$ cat src/rtl/ipp_pkg.sv
package ipp_pkg;
    parameter int PRI_W   = 8;
    parameter int ID_W    = 24;
    parameter int WORD_W  = PRI_W + ID_W;
    parameter int NUM_REQ = 5;

    // request slots, index 0 is the most favoured
    localparam int IX_ACC  = 0;
    localparam int IX_EOI  = 1;
    localparam int IX_CPPR = 2;
    localparam int IX_MFRR = 3;
    localparam int IX_DLV  = 4;

    localparam logic [ID_W-1:0] IPI_DEFAULT = ID_W'(2);

    typedef enum logic [1:0] {
        NK_NONE   = 2'd0,
        NK_REJECT = 2'd1,
        NK_RESEND = 2'd2,
        NK_EOI    = 2'd3
    } note_kind_e;

    typedef struct packed {
        logic [PRI_W-1:0] cppr;
        logic [PRI_W-1:0] mfrr;
        logic [PRI_W-1:0] ppri;
        logic [ID_W-1:0]  src;
        logic             nres;
    } pres_state_t;
endpackage

$ cat src/rtl/ipp_arbiter.sv
module ipp_arbiter
    import ipp_pkg::*;
#(
    parameter int N = NUM_REQ
) (
    input  logic         en,
    input  logic [N-1:0] req,
    output logic [N-1:0] avail,
    output logic [N-1:0] gnt
);
    for (genvar i = 0; i < N; i++) begin : g_slot
        if (i == 0) begin : g_head
            assign avail[i] = en;
        end else begin : g_tail
            assign avail[i] = en & ~(|req[i-1:0]);
        end
    end

    assign gnt = avail & req;
endmodule

$ cat src/rtl/ipp_core.sv
module ipp_core
    import ipp_pkg::*;
#(
    parameter logic [ID_W-1:0] IPI_ID = IPI_DEFAULT
) (
    input  pres_state_t        cur,
    input  logic [NUM_REQ-1:0] gnt,
    input  logic [WORD_W-1:0]  eoi_word,
    input  logic [PRI_W-1:0]   cppr_val,
    input  logic [PRI_W-1:0]   mfrr_val,
    input  logic [ID_W-1:0]    dlv_id,
    input  logic [PRI_W-1:0]   dlv_pri,
    output pres_state_t        nx,
    output logic               n1_v,
    output note_kind_e         n1_k,
    output logic [ID_W-1:0]    n1_id,
    output logic               n2_v,
    output note_kind_e         n2_k,
    output logic [ID_W-1:0]    n2_id
);
    logic              down;
    logic [PRI_W-1:0]  down_to;
    logic [ID_W-1:0]   rej_id;
    logic              rej_v;
    logic              res_v;
    logic              eoi_v;
    logic [ID_W-1:0]   eoi_id;
    logic              dlv_ok;

    assign dlv_ok = (dlv_pri < cur.cppr) && (dlv_pri < cur.mfrr) && (dlv_pri < cur.ppri);

    always_comb begin
        nx      = cur;
        down    = 1'b0;
        down_to = '0;
        rej_id  = '0;
        res_v   = 1'b0;
        eoi_v   = 1'b0;
        eoi_id  = '0;
        if (gnt[IX_ACC]) begin
            if (cur.src != '0) begin
                nx.cppr = cur.ppri;
                nx.src  = '0;
                nx.ppri = '1;
            end
        end else if (gnt[IX_EOI]) begin
            down    = 1'b1;
            down_to = eoi_word[WORD_W-1:ID_W];
            if (eoi_word[ID_W-1:0] != IPI_ID) begin
                eoi_v  = 1'b1;
                eoi_id = eoi_word[ID_W-1:0];
            end
        end else if (gnt[IX_CPPR]) begin
            if (cppr_val > cur.cppr) begin
                down    = 1'b1;
                down_to = cppr_val;
            end else if (cppr_val < cur.cppr) begin
                nx.cppr = cppr_val;
                if (cppr_val <= cur.ppri) begin
                    rej_id  = cur.src;
                    nx.src  = '0;
                    nx.ppri = '1;
                end
            end
        end else if (gnt[IX_MFRR]) begin
            nx.mfrr = mfrr_val;
            if ((mfrr_val < cur.cppr) && (mfrr_val <= cur.ppri)) begin
                rej_id  = cur.src;
                nx.ppri = mfrr_val;
                nx.src  = IPI_ID;
            end
            if (mfrr_val > cur.mfrr) begin
                res_v   = cur.nres;
                nx.nres = 1'b0;
            end
        end else if (gnt[IX_DLV]) begin
            if (dlv_ok) begin
                rej_id  = cur.src;
                nx.src  = dlv_id;
                nx.ppri = dlv_pri;
            end else begin
                nx.nres = 1'b1;
            end
        end

        // shared priority-lowering path
        if (down) begin
            nx.cppr = down_to;
            if ((cur.mfrr < down_to) && (cur.mfrr <= cur.ppri)) begin
                nx.ppri = cur.mfrr;
                nx.src  = IPI_ID;
            end
            res_v   = cur.nres;
            nx.nres = 1'b0;
        end
    end

    assign rej_v = (rej_id != '0) && (rej_id != IPI_ID);

    // notices leave in the fixed order REJECT, RESEND, EOI
    always_comb begin
        n1_v  = 1'b0;
        n1_k  = NK_NONE;
        n1_id = '0;
        n2_v  = 1'b0;
        n2_k  = NK_NONE;
        n2_id = '0;
        if (rej_v) begin
            n1_v  = 1'b1;
            n1_k  = NK_REJECT;
            n1_id = rej_id;
            if (res_v) begin
                n2_v = 1'b1;
                n2_k = NK_RESEND;
            end
        end else if (res_v) begin
            n1_v = 1'b1;
            n1_k = NK_RESEND;
            if (eoi_v) begin
                n2_v  = 1'b1;
                n2_k  = NK_EOI;
                n2_id = eoi_id;
            end
        end else if (eoi_v) begin
            n1_v  = 1'b1;
            n1_k  = NK_EOI;
            n1_id = eoi_id;
        end
    end
endmodule

$ cat src/rtl/ipp_notice_fsm.sv
module ipp_notice_fsm
    import ipp_pkg::*;
(
    input  logic            clk,
    input  logic            rst_n,
    input  logic            load,
    input  logic            in1_v,
    input  note_kind_e      in1_k,
    input  logic [ID_W-1:0] in1_id,
    input  logic            in2_v,
    input  note_kind_e      in2_k,
    input  logic [ID_W-1:0] in2_id,
    input  logic            note_ready,
    output logic            idle,
    output logic            note_valid,
    output logic [1:0]      note_kind,
    output logic [ID_W-1:0] note_id
);
    typedef enum logic [1:0] {
        NQ_IDLE = 2'd0,
        NQ_ONE  = 2'd1,
        NQ_TWO  = 2'd2
    } nq_state_e;

    nq_state_e       state_q;
    nq_state_e       state_d;
    note_kind_e      show_k;
    logic [ID_W-1:0] show_id;
    note_kind_e      wait_k;
    logic [ID_W-1:0] wait_id;

    always_comb begin
        state_d = state_q;
        unique case (state_q)
            NQ_IDLE: if (load && in1_v) state_d = in2_v ? NQ_TWO : NQ_ONE;
            NQ_ONE:  if (note_ready) state_d = NQ_IDLE;
            NQ_TWO:  if (note_ready) state_d = NQ_ONE;
            default: state_d = NQ_IDLE;
        endcase
    end

    always_ff @(posedge clk) begin
        if (!rst_n) state_q <= NQ_IDLE;
        else        state_q <= state_d;
    end

    always_ff @(posedge clk) begin
        if (!rst_n) begin
            show_k  <= NK_NONE;
            show_id <= '0;
            wait_k  <= NK_NONE;
            wait_id <= '0;
        end else begin
            unique case (state_q)
                NQ_IDLE: if (load && in1_v) begin
                    show_k  <= in1_k;
                    show_id <= in1_id;
                    wait_k  <= in2_k;
                    wait_id <= in2_id;
                end
                NQ_TWO: if (note_ready) begin
                    show_k  <= wait_k;
                    show_id <= wait_id;
                end
                default: ;
            endcase
        end
    end

    assign idle       = (state_q == NQ_IDLE);
    assign note_valid = (state_q != NQ_IDLE);
    assign note_kind  = show_k;
    assign note_id    = show_id;
endmodule

$ cat src/rtl/ipp_presenter.sv
module ipp_presenter
    import ipp_pkg::*;
#(
    parameter logic [ID_W-1:0] IPI_ID = IPI_DEFAULT
) (
    input  logic              clk,
    input  logic              rst_n,
    input  logic              acc_valid,
    output logic              acc_ready,
    output logic [WORD_W-1:0] acc_word,
    input  logic              eoi_valid,
    input  logic [WORD_W-1:0] eoi_word,
    output logic              eoi_ready,
    input  logic              cppr_valid,
    input  logic [PRI_W-1:0]  cppr_val,
    output logic              cppr_ready,
    input  logic              mfrr_valid,
    input  logic [PRI_W-1:0]  mfrr_val,
    output logic              mfrr_ready,
    input  logic              dlv_valid,
    input  logic [ID_W-1:0]   dlv_id,
    input  logic [PRI_W-1:0]  dlv_pri,
    output logic              dlv_ready,
    output logic              irq_out,
    output logic              note_valid,
    output logic [1:0]        note_kind,
    output logic [ID_W-1:0]   note_id,
    input  logic              note_ready
);
    pres_state_t        st_q;
    pres_state_t        st_d;
    logic [NUM_REQ-1:0] req;
    logic [NUM_REQ-1:0] avail;
    logic [NUM_REQ-1:0] gnt;
    logic               idle;
    logic               n1_v, n2_v;
    note_kind_e         n1_k, n2_k;
    logic [ID_W-1:0]    n1_id, n2_id;

    always_comb begin
        req          = '0;
        req[IX_ACC]  = acc_valid;
        req[IX_EOI]  = eoi_valid;
        req[IX_CPPR] = cppr_valid;
        req[IX_MFRR] = mfrr_valid;
        req[IX_DLV]  = dlv_valid;
    end

    ipp_arbiter #(.N(NUM_REQ)) u_arb (
        .en    (idle),
        .req   (req),
        .avail (avail),
        .gnt   (gnt)
    );

    ipp_core #(.IPI_ID(IPI_ID)) u_core (
        .cur      (st_q),
        .gnt      (gnt),
        .eoi_word (eoi_word),
        .cppr_val (cppr_val),
        .mfrr_val (mfrr_val),
        .dlv_id   (dlv_id),
        .dlv_pri  (dlv_pri),
        .nx       (st_d),
        .n1_v     (n1_v),
        .n1_k     (n1_k),
        .n1_id    (n1_id),
        .n2_v     (n2_v),
        .n2_k     (n2_k),
        .n2_id    (n2_id)
    );

    ipp_notice_fsm u_nq (
        .clk        (clk),
        .rst_n      (rst_n),
        .load       (|gnt),
        .in1_v      (n1_v),
        .in1_k      (n1_k),
        .in1_id     (n1_id),
        .in2_v      (n2_v),
        .in2_k      (n2_k),
        .in2_id     (n2_id),
        .note_ready (note_ready),
        .idle       (idle),
        .note_valid (note_valid),
        .note_kind  (note_kind),
        .note_id    (note_id)
    );

    always_ff @(posedge clk) begin
        if (!rst_n) begin
            st_q <= '{cppr: '0, mfrr: '1, ppri: '1, src: '0, nres: 1'b0};
        end else if (|gnt) begin
            st_q <= st_d;
        end
    end

    assign acc_ready  = avail[IX_ACC];
    assign eoi_ready  = avail[IX_EOI];
    assign cppr_ready = avail[IX_CPPR];
    assign mfrr_ready = avail[IX_MFRR];
    assign dlv_ready  = avail[IX_DLV];
    assign acc_word   = {st_q.cppr, st_q.src};
    assign irq_out    = (st_q.src != '0) && (st_q.ppri < st_q.cppr);
endmodule

$ cat config.mk
export PLATFORM = sky130hd
export DESIGN_NAME = ipp_presenter
export DESIGN_NICKNAME = d
export VERILOG_FILES = /design/src/rtl/ipp_pkg.sv /design/src/rtl/ipp_arbiter.sv /design/src/rtl/ipp_core.sv /design/src/rtl/ipp_notice_fsm.sv /design/src/rtl/ipp_presenter.sv
export SDC_FILE = /design/constraint.sdc
export NUM_CORES = 1
export LEC_CHECK = 0
export CORE_AREA = 2 2 118 120
export CTS_CLUSTER_DIAMETER = 30
export DETAILED_ROUTE_END_ITERATION = 10
export DIE_AREA = 0 0 120 122
export GPL_TIMING_DRIVEN = 0
export PLACE_DENSITY = 0.84
export SLEW_MARGIN = 20
export SYNTH_ARGS = -nofsm -noshare
export SYNTH_HDL_FRONTEND = slang
export SYNTH_SLANG_ARGS = --single-unit
$ cat constraint.sdc
create_clock -name clk -period 6.51 [get_ports clk]
set_input_delay 0.9765 -clock clk [delete_from_list [all_inputs] [get_ports clk]]
set_output_delay 0.9765 -clock clk [all_outputs]
set_load 0.02 [all_outputs]
==> results.yml <==
synth:
  syn_avg_cell_area_um2: 8.62
  yosysSeqAreaShare_pct: 28.8
  synth-edff-count: 0
  synthTopCellsByArea: "dfxtp_1 (29%), ha_1 (14%), buf_4 (3.3%)"
  ys.flop_type: "dfxtp_1"
  ys_ff_latch: 103
  synth_fp_nets: 1002
  yosysMostFrequentCell: "dfxtp_1"
  yosysTopAreaCell: "dfxtp_1"
  synth_commonest_cells: "dfxtp_1 (103), ha_1 (82), nand2_1 (63)"
  synthCells: 832
  synth_cell_type_count: 68
  synth_top_cell_area_share_pct: 28.8
  synth_area_um2: 7170
  ys_warn_count: 0
  async_reset_ff_share_pct: 0
critical_path:
  start_kind: "input pin"
  cp-end-kind: "flip-flop"
  max_stage_delay_ns: 0.54
  cp_max_fo: 10
  worstPathArrival_ns: 5.38
  criticalPathCategory: "in -> reg"
  crit_chain: "clkdlybuf4s50_1 > ha_1 > nand4_1 > a21o_1 > a21oi_2 > a22oi_1 > ha_1 > nand4_1 > or2_2 > a221oi_1 > a211oi_1 > o221ai_1 > nand2_1 > nor2_1 > buf_2 > o211a_1"
  r2r_start: "acc_word[28]"
  cp_slowest_cell: "clkdlybuf4s50_1"
  crit_required_ns: 6.81
  startpoint: "cppr_val[6]"
global_routing:
  grt-ovfl-total: 0
  grt_pass1_wl_um: 37300
  grt_pass1_vias: 7041
  antenna_found_initial: 0
  grt_max_degree: 17
  grtUsageTotal_pct: 32.5
clock_network:
  cts_tree: "done"
  cts.sinks: 103
  postCtsHoldBufs: 0
  post_cts_resized: 0
  cts-htree-levels: 3
  cts_buffers: 9
  root_buffer: "clkbuf_16"
  ctsLongestPathBuffers: 2
  post_cts_buffers: 0
  clk_pin_slew_ns: 0.07
  clk_latency_ns: 0.36
timing:
  setup_tns_ns: 0
  setup_ws_ns: 1.43
  max_slew.worst_pin.slew_ns: 0.815
  finalSetupViolCount: 0
  final.min_clock_period_ns: 5.08
  finalCritPeriodShare_pct: 78.0
  relSlewSlack_pct: 45.3
  fin_skew_ns: 0.00627
  hold_ws_ns: 0.463
  rsz0062_at_grt: "false"
  report.final.slew_viol_count: 0
  hold_viol: 0
  clock.fmax_mhz: 197
floorplanning:
  rows: 43
  ios: 153
  start_util_pct: 53.1
  die_width_um: 120
  core_region_area_um2: 13500
  chipHeight_um: 122
  die-area_um2: 14600
placed_design:
  dpl-instance-area_um2: 8920
  hpwl_um: 18700
  gp_congestion: 1.04
  port-buffer-count: 152
  dp_slack_ns: 1.19
  dpl.cell_count: 1164
routing:
  vias: 7589
  wirelength_um: 24000
  top_layer: "met4"
  first_pass_iters: 9
  avgViaCountPerCell: 6.44
  drt_iter0_drc: 953
  postRouteAntennaNets: 0
  drcViolationCount: 1
  wl_met3_um: 2850
  wl_met1_um: 10400
  avgRoutedWirePerCell_um: 20.4
  wl_met2_um: 10100
pwr:
  p_total_mw: 1.66
  p_comb_share_pct: 25.8
  p_sw_mw: 0.515
  seq_power_share_pct: 40.0
  ir_drop_mv: 0.132
  cellPowerDensity_nw_per_um2: 180
  p_leak_nw: 3.87
  p_clk_share_pct: 34.2
  p_int_mw: 1.14
  p_sw_share_pct: 31.0
layout:
  area_growth_pct: 28.5
  fillers: 1087
  drive_above_1_share_pct: 8.91
  fin_area_um2: 9220
  fin_cells: 1179
  finalNetCount: 1165
  n_antenna_cell: 0
  final_util_pct: 68.2
run_status:
  status: "finished with violations"
  violations: "DRC"
run:
  cap_viol_max_count: 0
worst_hold_path:
  worstHoldPathType: "reg -> reg"
  hp-start: "u_nq.note_id[0]"
-- area by class of cell --
class / instances / area, µm² / area share (%)
well taps: 180 / 225 / 2.44
plain buffers: 84 / 485 / 5.27
flip-flops and latches: 103 / 2060 / 22.4
inverters: 34 / 128 / 1.38
multi-input cells: 611 / 4500 / 48.8
repair buffers: 152 / 1520 / 16.5
clock inverters: 4 / 55.1 / 0.597
clock buffers: 11 / 243 / 2.63
-- registers in the layout, summed over array words and instances (netlist names) --
register	flops
acc_word	32
u_nq.note_id	24
u_nq.wait_id	24
st_q	17
u_nq.note_kind	2
u_nq.state_q	2
u_nq.wait_k	2
-- worst max-delay path, delay by kind of cell --
family / cells / cell delay [ns]
compound gates: 7 / 1.64
simple gates: 5 / 1.18
fa+ha+maj: 2 / 0.73
buf+inv: 2 / 0.83
-- cell usage in the layout, fill, tap and decap left out, types with 16 or more instances in the layout --
cell / instances
nand3_1: 45
nand4_1: 19
clkbuf_1: 32
dfxtp_1: 103
nand2_1: 63
a21oi_1: 41
clkdlybuf4s50_1: 152
o21ai_0: 37
inv_1: 32
nor2_1: 55
a32oi_1: 23
buf_4: 32
ha_1: 82
buf_2: 16
a211oi_1: 21
a32o_1: 16
-- kinds of logic (layout without fill, tap and decap cells) --
group	after synthesis	in the layout	share of synthesized area (%)
adder cells (fa/ha/maj)	82	82	14.3
multiplexers	2	2	0.279
AO/OA/AOI/OAI	277	277	30.5
AND/OR/NAND/NOR	250	250	17.6
flip-flops	103	103	28.8
buffers and inverters	118	285	8.55
-- power by group through the flow --
stage | clock network [mW] | registers, mW | logic (mW)
2_1_floorplan | 0 | 0.677 | 0.244
3_3_place_gp | 0 | 0.676 | 0.411
3_5_place_dp | 0 | 0.677 | 0.418
4_1_cts | 0.561 | 0.663 | 0.421
5_1_grt | 0.593 | 0.665 | 0.467
6_report | 0.567 | 0.663 | 0.428
-- path summary, 6_finish.rpt --
kind / slack (ns) / cells past startpoint / endpoint
max: 1.43 / 16 / acc_word[6]
min: 0.46 / 2 / u_nq.note_id[0]
max reg2reg: 2.15 / 16 / acc_word[6]
min reg2reg: 0.46 / 2 / u_nq.note_id[0]
-- routing by layer --
layer,up-vias,track usage (%)
met2,491,49.2
met5,-,0
met3,49,7.49
li1,3522,-
met1,3527,46.3
met4,0,9.34
Power figures use the tool's default switching activity.
